$ cat config.mk
export PLATFORM = sky130hd
export DESIGN_NAME = i2s_master_port
export DESIGN_NICKNAME = d
export VERILOG_FILES = /design/src/rtl/i2sm_pkg.sv /design/src/rtl/i2sm_clkgen.sv /design/src/rtl/i2sm_tx.sv /design/src/rtl/i2sm_rx.sv /design/src/rtl/i2s_master_port.sv
export SDC_FILE = /design/constraint.sdc
export NUM_CORES = 1
export LEC_CHECK = 0
export BUFFER_PORTS_ARGS = -buffer_cell sky130_fd_sc_hd__buf_2
export CAP_MARGIN = 25
export CORE_MARGIN = 8
export CORE_UTILIZATION = 55
export DETAILED_ROUTE_END_ITERATION = 10
export PLACE_DENSITY_LB_ADDON = 0.05
export REMOVE_ABC_BUFFERS = 1
export SLEW_MARGIN = 20
export SYNTH_ARGS = -nofsm -noshare
export SYNTH_HDL_FRONTEND = slang
export SYNTH_HIERARCHICAL = 1
export SYNTH_SLANG_ARGS = --single-unit
$ cat constraint.sdc
create_clock -name clk -period 3.5 [get_ports clk]
set_input_delay 0 -clock clk [delete_from_list [all_inputs] [get_ports clk]]
set_output_delay 0 -clock clk [all_outputs]
set_load 0.005 [all_outputs]
$ cat src/rtl/i2sm_pkg.sv
package i2sm_pkg;

  // Width of one channel slot; a frame holds a left and a right slot.
  localparam int SLOT_W     = 32;
  localparam int FRAME_BITS = 2 * SLOT_W;
  localparam int BIT_W      = $clog2(FRAME_BITS);

  typedef struct packed {
    logic [SLOT_W-1:0] left;
    logic [SLOT_W-1:0] right;
  } stereo_word_t;

  // Word-select level for a bit position: high from the bit before the
  // right MSB up to the bit before the left MSB.
  function automatic logic ws_level(input logic [BIT_W-1:0] b);
    return (b >= BIT_W'(SLOT_W - 1)) && (b <= BIT_W'(FRAME_BITS - 2));
  endfunction

endpackage

$ cat src/rtl/i2sm_clkgen.sv
module i2sm_clkgen
  import i2sm_pkg::*;
#(
  parameter int RATIO_LOG2_MAX = 4,
  parameter int CODE_W         = 3
) (
  input  logic             clk,
  input  logic             rst_n,
  input  logic             start_req,
  input  logic             stop_req,
  input  logic [CODE_W-1:0] ratio_code,
  output logic             active,
  output logic             cfg_err,
  output logic             bclk,
  output logic             lrclk,
  output logic [BIT_W-1:0] bit_idx,
  output logic [BIT_W-1:0] next_bit,
  output logic             start_stb,
  output logic             stop_stb,
  output logic             fall_stb,
  output logic             rise_stb
);

  localparam int DIV_W = RATIO_LOG2_MAX + 1;

  logic             run_q,  run_d;
  logic             half_q, half_d;
  logic [DIV_W-1:0] div_q,  div_d;
  logic [DIV_W-1:0] lim_q,  lim_d;
  logic [BIT_W-1:0] bit_q,  bit_d;
  logic             lr_q,   lr_d;
  logic             err_q,  err_d;
  logic             code_ok;
  logic             div_hit;

  assign code_ok   = (ratio_code <= CODE_W'(RATIO_LOG2_MAX));
  assign start_stb = !run_q && start_req && code_ok;
  assign stop_stb  = run_q && stop_req;
  assign div_hit   = (div_q == lim_q);
  assign fall_stb  = run_q && !stop_req && div_hit && half_q;
  assign rise_stb  = run_q && !stop_req && div_hit && !half_q;
  assign next_bit  = bit_q + BIT_W'(1);

  // Next-state logic
  always_comb begin
    run_d  = run_q;
    half_d = half_q;
    div_d  = div_q;
    lim_d  = lim_q;
    bit_d  = bit_q;
    lr_d   = lr_q;
    err_d  = err_q;
    if (start_stb) begin
      run_d  = 1'b1;
      half_d = 1'b1;
      div_d  = '0;
      lim_d  = DIV_W'((32'd1 << ratio_code) - 32'd1);
      bit_d  = BIT_W'(FRAME_BITS - 2);
      lr_d   = 1'b1;
      err_d  = 1'b0;
    end else if (!run_q && start_req) begin
      err_d  = 1'b1;
    end else if (stop_stb) begin
      run_d  = 1'b0;
      half_d = 1'b0;
      lr_d   = 1'b0;
      div_d  = '0;
    end else if (run_q) begin
      if (div_hit) begin
        div_d  = '0;
        half_d = !half_q;
        if (half_q) begin
          bit_d = next_bit;
          lr_d  = ws_level(next_bit);
        end
      end else begin
        div_d = div_q + DIV_W'(1);
      end
    end
  end

  // State registers
  always_ff @(posedge clk or negedge rst_n) begin
    if (!rst_n) begin
      run_q  <= 1'b0;
      half_q <= 1'b0;
      div_q  <= '0;
      lim_q  <= '0;
      bit_q  <= '0;
      lr_q   <= 1'b0;
      err_q  <= 1'b0;
    end else begin
      run_q  <= run_d;
      half_q <= half_d;
      div_q  <= div_d;
      lim_q  <= lim_d;
      bit_q  <= bit_d;
      lr_q   <= lr_d;
      err_q  <= err_d;
    end
  end

  assign active  = run_q;
  assign cfg_err = err_q;
  assign bclk    = half_q;
  assign lrclk   = lr_q;
  assign bit_idx = bit_q;

endmodule

$ cat src/rtl/i2sm_tx.sv
module i2sm_tx
  import i2sm_pkg::*;
(
  input  logic              clk,
  input  logic              rst_n,
  input  logic              start_stb,
  input  logic              stop_stb,
  input  logic              fall_stb,
  input  logic [BIT_W-1:0]  next_bit,
  input  logic [SLOT_W-1:0] tx_left,
  input  logic [SLOT_W-1:0] tx_right,
  input  logic              tx_underflow,
  output logic              frame_take,
  output logic              sdout
);

  localparam int SH_W = FRAME_BITS - 1;

  stereo_word_t     hold_q, hold_d;
  logic [SH_W-1:0]  sh_q,   sh_d;
  logic             sd_q,   sd_d;
  logic             take_q, take_d;
  logic             hold_en;

  assign hold_en = take_q;

  always_comb begin
    take_d = fall_stb && (next_bit == BIT_W'(FRAME_BITS - 1));
    hold_d = hold_q;
    if (hold_en) begin
      if (tx_underflow) begin
        hold_d = '0;
      end else begin
        hold_d.left  = tx_left;
        hold_d.right = tx_right;
      end
    end
    sh_d = sh_q;
    sd_d = sd_q;
    if (start_stb || stop_stb) begin
      sh_d = '0;
      sd_d = 1'b0;
    end else if (fall_stb) begin
      if (next_bit == '0) begin
        sd_d = hold_q[FRAME_BITS-1];
        sh_d = hold_q[SH_W-1:0];
      end else begin
        sd_d = sh_q[SH_W-1];
        sh_d = {sh_q[SH_W-2:0], 1'b0};
      end
    end
  end

  always_ff @(posedge clk or negedge rst_n) begin
    if (!rst_n) begin
      hold_q <= '0;
      sh_q   <= '0;
      sd_q   <= 1'b0;
      take_q <= 1'b0;
    end else begin
      hold_q <= hold_d;
      sh_q   <= sh_d;
      sd_q   <= sd_d;
      take_q <= take_d;
    end
  end

  assign frame_take = take_q;
  assign sdout      = sd_q;

endmodule

$ cat src/rtl/i2sm_rx.sv
module i2sm_rx
  import i2sm_pkg::*;
(
  input  logic              clk,
  input  logic              rst_n,
  input  logic              start_stb,
  input  logic              rise_stb,
  input  logic [BIT_W-1:0]  bit_idx,
  input  logic              sdin,
  output logic              rx_valid,
  output logic [SLOT_W-1:0] rx_left,
  output logic [SLOT_W-1:0] rx_right
);

  logic [SLOT_W-2:0] sh_q,   sh_d;
  logic [SLOT_W-1:0] lft_q,  lft_d;
  logic              have_q, have_d;
  logic              vld_q,  vld_d;
  stereo_word_t      out_q,  out_d;
  logic [SLOT_W-1:0] word;

  assign word = {sh_q, sdin};

  always_comb begin
    sh_d   = sh_q;
    lft_d  = lft_q;
    have_d = have_q;
    vld_d  = 1'b0;
    out_d  = out_q;
    if (start_stb) begin
      have_d = 1'b0;
    end else if (rise_stb) begin
      sh_d = word[SLOT_W-2:0];
      if (bit_idx == BIT_W'(SLOT_W - 1)) begin
        lft_d  = word;
        have_d = 1'b1;
      end
      if ((bit_idx == BIT_W'(FRAME_BITS - 1)) && have_q) begin
        vld_d       = 1'b1;
        out_d.left  = lft_q;
        out_d.right = word;
      end
    end
  end

  always_ff @(posedge clk or negedge rst_n) begin
    if (!rst_n) begin
      sh_q   <= '0;
      lft_q  <= '0;
      have_q <= 1'b0;
      vld_q  <= 1'b0;
      out_q  <= '0;
    end else begin
      sh_q   <= sh_d;
      lft_q  <= lft_d;
      have_q <= have_d;
      vld_q  <= vld_d;
      out_q  <= out_d;
    end
  end

  assign rx_valid = vld_q;
  assign rx_left  = out_q.left;
  assign rx_right = out_q.right;

endmodule

$ cat src/rtl/i2s_master_port.sv
module i2s_master_port
  import i2sm_pkg::*;
#(
  parameter int RATIO_LOG2_MAX = 4,
  parameter int CODE_W         = 3
) (
  input  logic              clk,
  input  logic              rst_n,
  input  logic              start_req,
  input  logic              stop_req,
  input  logic [CODE_W-1:0] ratio_code,
  output logic              cfg_err,
  output logic              active,
  input  logic [SLOT_W-1:0] tx_left,
  input  logic [SLOT_W-1:0] tx_right,
  input  logic              tx_underflow,
  output logic              frame_take,
  output logic              rx_valid,
  output logic [SLOT_W-1:0] rx_left,
  output logic [SLOT_W-1:0] rx_right,
  output logic              bclk,
  output logic              lrclk,
  output logic              sdout,
  input  logic              sdin
);

  logic [BIT_W-1:0] bit_idx;
  logic [BIT_W-1:0] next_bit;
  logic             start_stb;
  logic             stop_stb;
  logic             fall_stb;
  logic             rise_stb;

  i2sm_clkgen #(
    .RATIO_LOG2_MAX (RATIO_LOG2_MAX),
    .CODE_W         (CODE_W)
  ) u_clkgen (
    .clk        (clk),
    .rst_n      (rst_n),
    .start_req  (start_req),
    .stop_req   (stop_req),
    .ratio_code (ratio_code),
    .active     (active),
    .cfg_err    (cfg_err),
    .bclk       (bclk),
    .lrclk      (lrclk),
    .bit_idx    (bit_idx),
    .next_bit   (next_bit),
    .start_stb  (start_stb),
    .stop_stb   (stop_stb),
    .fall_stb   (fall_stb),
    .rise_stb   (rise_stb)
  );

  i2sm_tx u_tx (
    .clk          (clk),
    .rst_n        (rst_n),
    .start_stb    (start_stb),
    .stop_stb     (stop_stb),
    .fall_stb     (fall_stb),
    .next_bit     (next_bit),
    .tx_left      (tx_left),
    .tx_right     (tx_right),
    .tx_underflow (tx_underflow),
    .frame_take   (frame_take),
    .sdout        (sdout)
  );

  i2sm_rx u_rx (
    .clk       (clk),
    .rst_n     (rst_n),
    .start_stb (start_stb),
    .rise_stb  (rise_stb),
    .bit_idx   (bit_idx),
    .sdin      (sdin),
    .rx_valid  (rx_valid),
    .rx_left   (rx_left),
    .rx_right  (rx_right)
  );

endmodule

==> metrics.txt <==
fin nets=1367; DP HPWL=15.0 mm; worst path required time=between 3000 and 4000 ps; total power=7.67 mW; maxcap violations=0; Synth area leaders=dfrtp_1 (58%), nand2_1 (7.4%), mux2_1 (4.7%); routed len/inst=16.3 µm; CP Capture Type=register; maximum vdd drop=between 0.4 and 0.5 mV; Sequential Power Share=around half; final critical-path required period=2890 ps; Setup Buffers After CTS=0; Die Wd=164 µm; GP Congestion=0.805; WS Path Type=reg2reg; Synth Warn #=6; CTS tree=yes; post-synth cell types=43; crit path launch type=register; Crit-path slowest cell=dfrtp_1; Syn Area/Cell=10.9 µm²; clock transition at the registers of the reported paths=60 ps; crit path max fanout=65; io pins=between 100 and 150; share of post-route cells with drive strength above 1=a little over a fifth; internal power=~5.8 mW; Starting DRT DRC Count=782; WL final=25.9 mm; Power Density=524 mW/mm²; Layout Area Growth over Synthesis=22.0%; switch share=24.8%; Non-Filler Instances=1590; slew at the pin with the worst max-slew slack=800 ps; Synth area leader=dfrtp_1; drt drc=0; Clk pwr share=39.7%; Slew headroom=between 40 and 50%; fmax=0.345 GHz; core occupancy in the finished layout=between 60 and 70%; vias=8574; LEAKAGE=roughly 7.2 nW; Global Route Usage Sum=19.6%; CTS resizes=0; status=complete, no violations; vias per cell=around 5.4; core area=0.0216 mm²; Hold WS=42.1 ps; crit-path cells=xnor2_1 -> nand2_1 -> or2_4 -> nor3_1 -> nand2b_4 -> nor4_4 -> buf_12 -> mux2_2; worst skew pair latency=roughly 530 ps; Placed Cells=1467; NetSw=1.90 mW; final setup fails=0; CTS Hold Bufs=between 70 and 80; RSZ-0062 raised after global routing=false; multi-input logic area=0.00441 mm²; CTS Buf Count=28; register area=0.00696 mm²; Filler cells=1686; Worst Path Arrival=3300 ps; initial core utilization=between 50% and 60%; Fin Setup TNS=0 ps; deepest level of the CTS H-tree=1; endpoints failing hold=0; IO Port Bufs=143; Remaining Overflow, GRT=0; Rows=54; final cycle utilization of the critical path=82.7%; FF+latch count, synth=278; DR pass1 iterations=5; Die ar.=around 0.027 mm²; first-pass GRT wire length=44.1 mm; Comb pwr share=between 10 and 15%; commonest cells after routing, fill and taps aside=dfrtp_1 (277), nand2_1 (238), buf_2 (142); Syn Inst Count=~1100; Post-Syn Area=0.0120 mm²; Clock Root Buffer=clkbuf_16; initial antenna violation count=0; Min-Delay Path Class=in2async; largest net degree at the start of global routing=130; vias in the first global route=just under 9000; Setup Skew=slightly above 10 ps; Seq/Total Area, Yosys=58.0%; Routed Antenna Nets=0; Yosys top cell area share=58.0%; commonest non-fill, non-tap cell in the layout=dfrtp_1; Max Root-Sink Buffers=3; slowest stage delay, CP=430 ps; clock sink count=roughly 280; die height=164 µm; number of max-slew violations in the final report=0
-- Yosys cell counts --
master,n
buf_4,1
nor3_1,4
dfrtp_1,278
nand4_1,66
a31oi_4,1
inv_1,73
clkbuf_1,49
and2_1,2
a21o_1,2
a211o_1,1
nor4_4,4
mux2_1,50
xnor2_1,10
buf_6,9
nor3b_1,1
nand2b_4,1
o211ai_1,63
nor2_1,9
nand2_1,238
or2_4,2
nand3b_1,64
o21ai_0,69
nor3_2,2
xor2_1,4
nand3_4,1
xnor2_2,4
buf_1,5
a21boi_0,2
ha_1,4
nor2b_1,2
o2111ai_1,1
mux2i_1,3
nand2b_1,2
a32o_1,2
o311ai_0,1
buf_2,14
nand4b_1,1
nand3_1,4
mux2_2,46
and3b_1,1
nand3_2,1
nor4_1,3
a21oi_1,4
-- flip-flops by register name, summed over array words and instances, names as in the netlist --
name and count:
u_tx/frame_take 1, u_tx/sh_q 63, u_rx/rx_right 32, u_rx/lft_q 32, u_clkgen/bclk 1, u_tx/sdout 1, u_clkgen/bit_idx 6, u_clkgen/cfg_err 1
u_rx/sh_q 31, u_tx/hold_q 64, u_rx/rx_left 32, u_clkgen/active 1, u_clkgen/lim_q 5, u_clkgen/div_q 5, u_clkgen/lrclk 1, u_rx/rx_valid 1
u_rx/have_q 1
-- power groups by stage --
stage               Combinational [mW]  Clock (mW)  Sequential [mW]
floorplan                        0.514           0             3.78
global route                     0.984        3.26             3.82
global placement                 0.761           0             3.83
detailed placement               0.778           0             3.84
CTS                              0.848        3.13             3.79
finish                           0.854        3.05             3.77
-- final cells by class --
class	count	area share, %
diodes	1	0.0171
inverters	73	1.87
flip-flops and latches	278	47.5
clock buffers	40	5.65
clock inverters	9	0.820
multi-input cells	675	30.1
well taps	280	2.39
repair buffers	234	11.6
-- stage by stage --
stage	setup slack, ps	cell area, µm²
global route	384	14600
floorplan	-5100	11600
finish	605	14600
global placement	699	12900
CTS	629	14600
detailed placement	642	12900
-- routing by layer --
| metal | GRT usage, % | wire (µm) | up-vias |
|---|---|---|---|
| li1 | - | - | 4156 |
| met5 | 0 | 0 | - |
| met1 | 28.3 | 12100 | 4196 |
| met2 | 30.7 | 12100 | 189 |
| met3 | 3.31 | 1360 | 33 |
| met4 | 4.30 | 345 | 0 |
-- path summary, 6_finish.rpt --
check / start / end / slack (ps) / cells after the start
worst max-delay path: u_clkgen/div_q[2] / u_rx/rx_right[12] / 610 / 8
worst min-delay path: rst_n / u_clkgen/cfg_err / 40 / 2
worst max register to register: u_clkgen/div_q[2] / u_rx/rx_right[12] / 610 / 8
worst min register to register: u_rx/rx_right[24] / u_rx/rx_right[24] / 480 / 1
max in group asynchronous: rst_n / u_tx/hold_q[10] / 2510 / 3
min in group clk: tx_underflow / u_tx/hold_q[23] / 200 / 3
-- logic make-up (layout without fill, tap and decap cells) --
family | after synthesis | in the layout | synth area share [%]
AND/OR/NAND/NOR | 408 | 408 | 17.5
flip-flops | 278 | 278 | 58.0
buffers and inverters | 151 | 356 | 5.46
AO/OA/AOI/OAI | 146 | 146 | 7.80
multiplexers | 99 | 99 | 9.26
XOR/XNOR | 18 | 18 | 1.56
adder cells (fa/ha/maj) | 4 | 4 | 0.417
other | 0 | 1 | 0
-- worst max-delay path: cells and delay by family (launching register included) --
kind	cells	cell delay [ps]
and+or+nand+nor	5	1340
DFF	1	430
muxes	1	390
buffers and inverters	1	330
xor gates and xnor gates	1	190
Note: power is estimated with default switching activity, not from simulation.
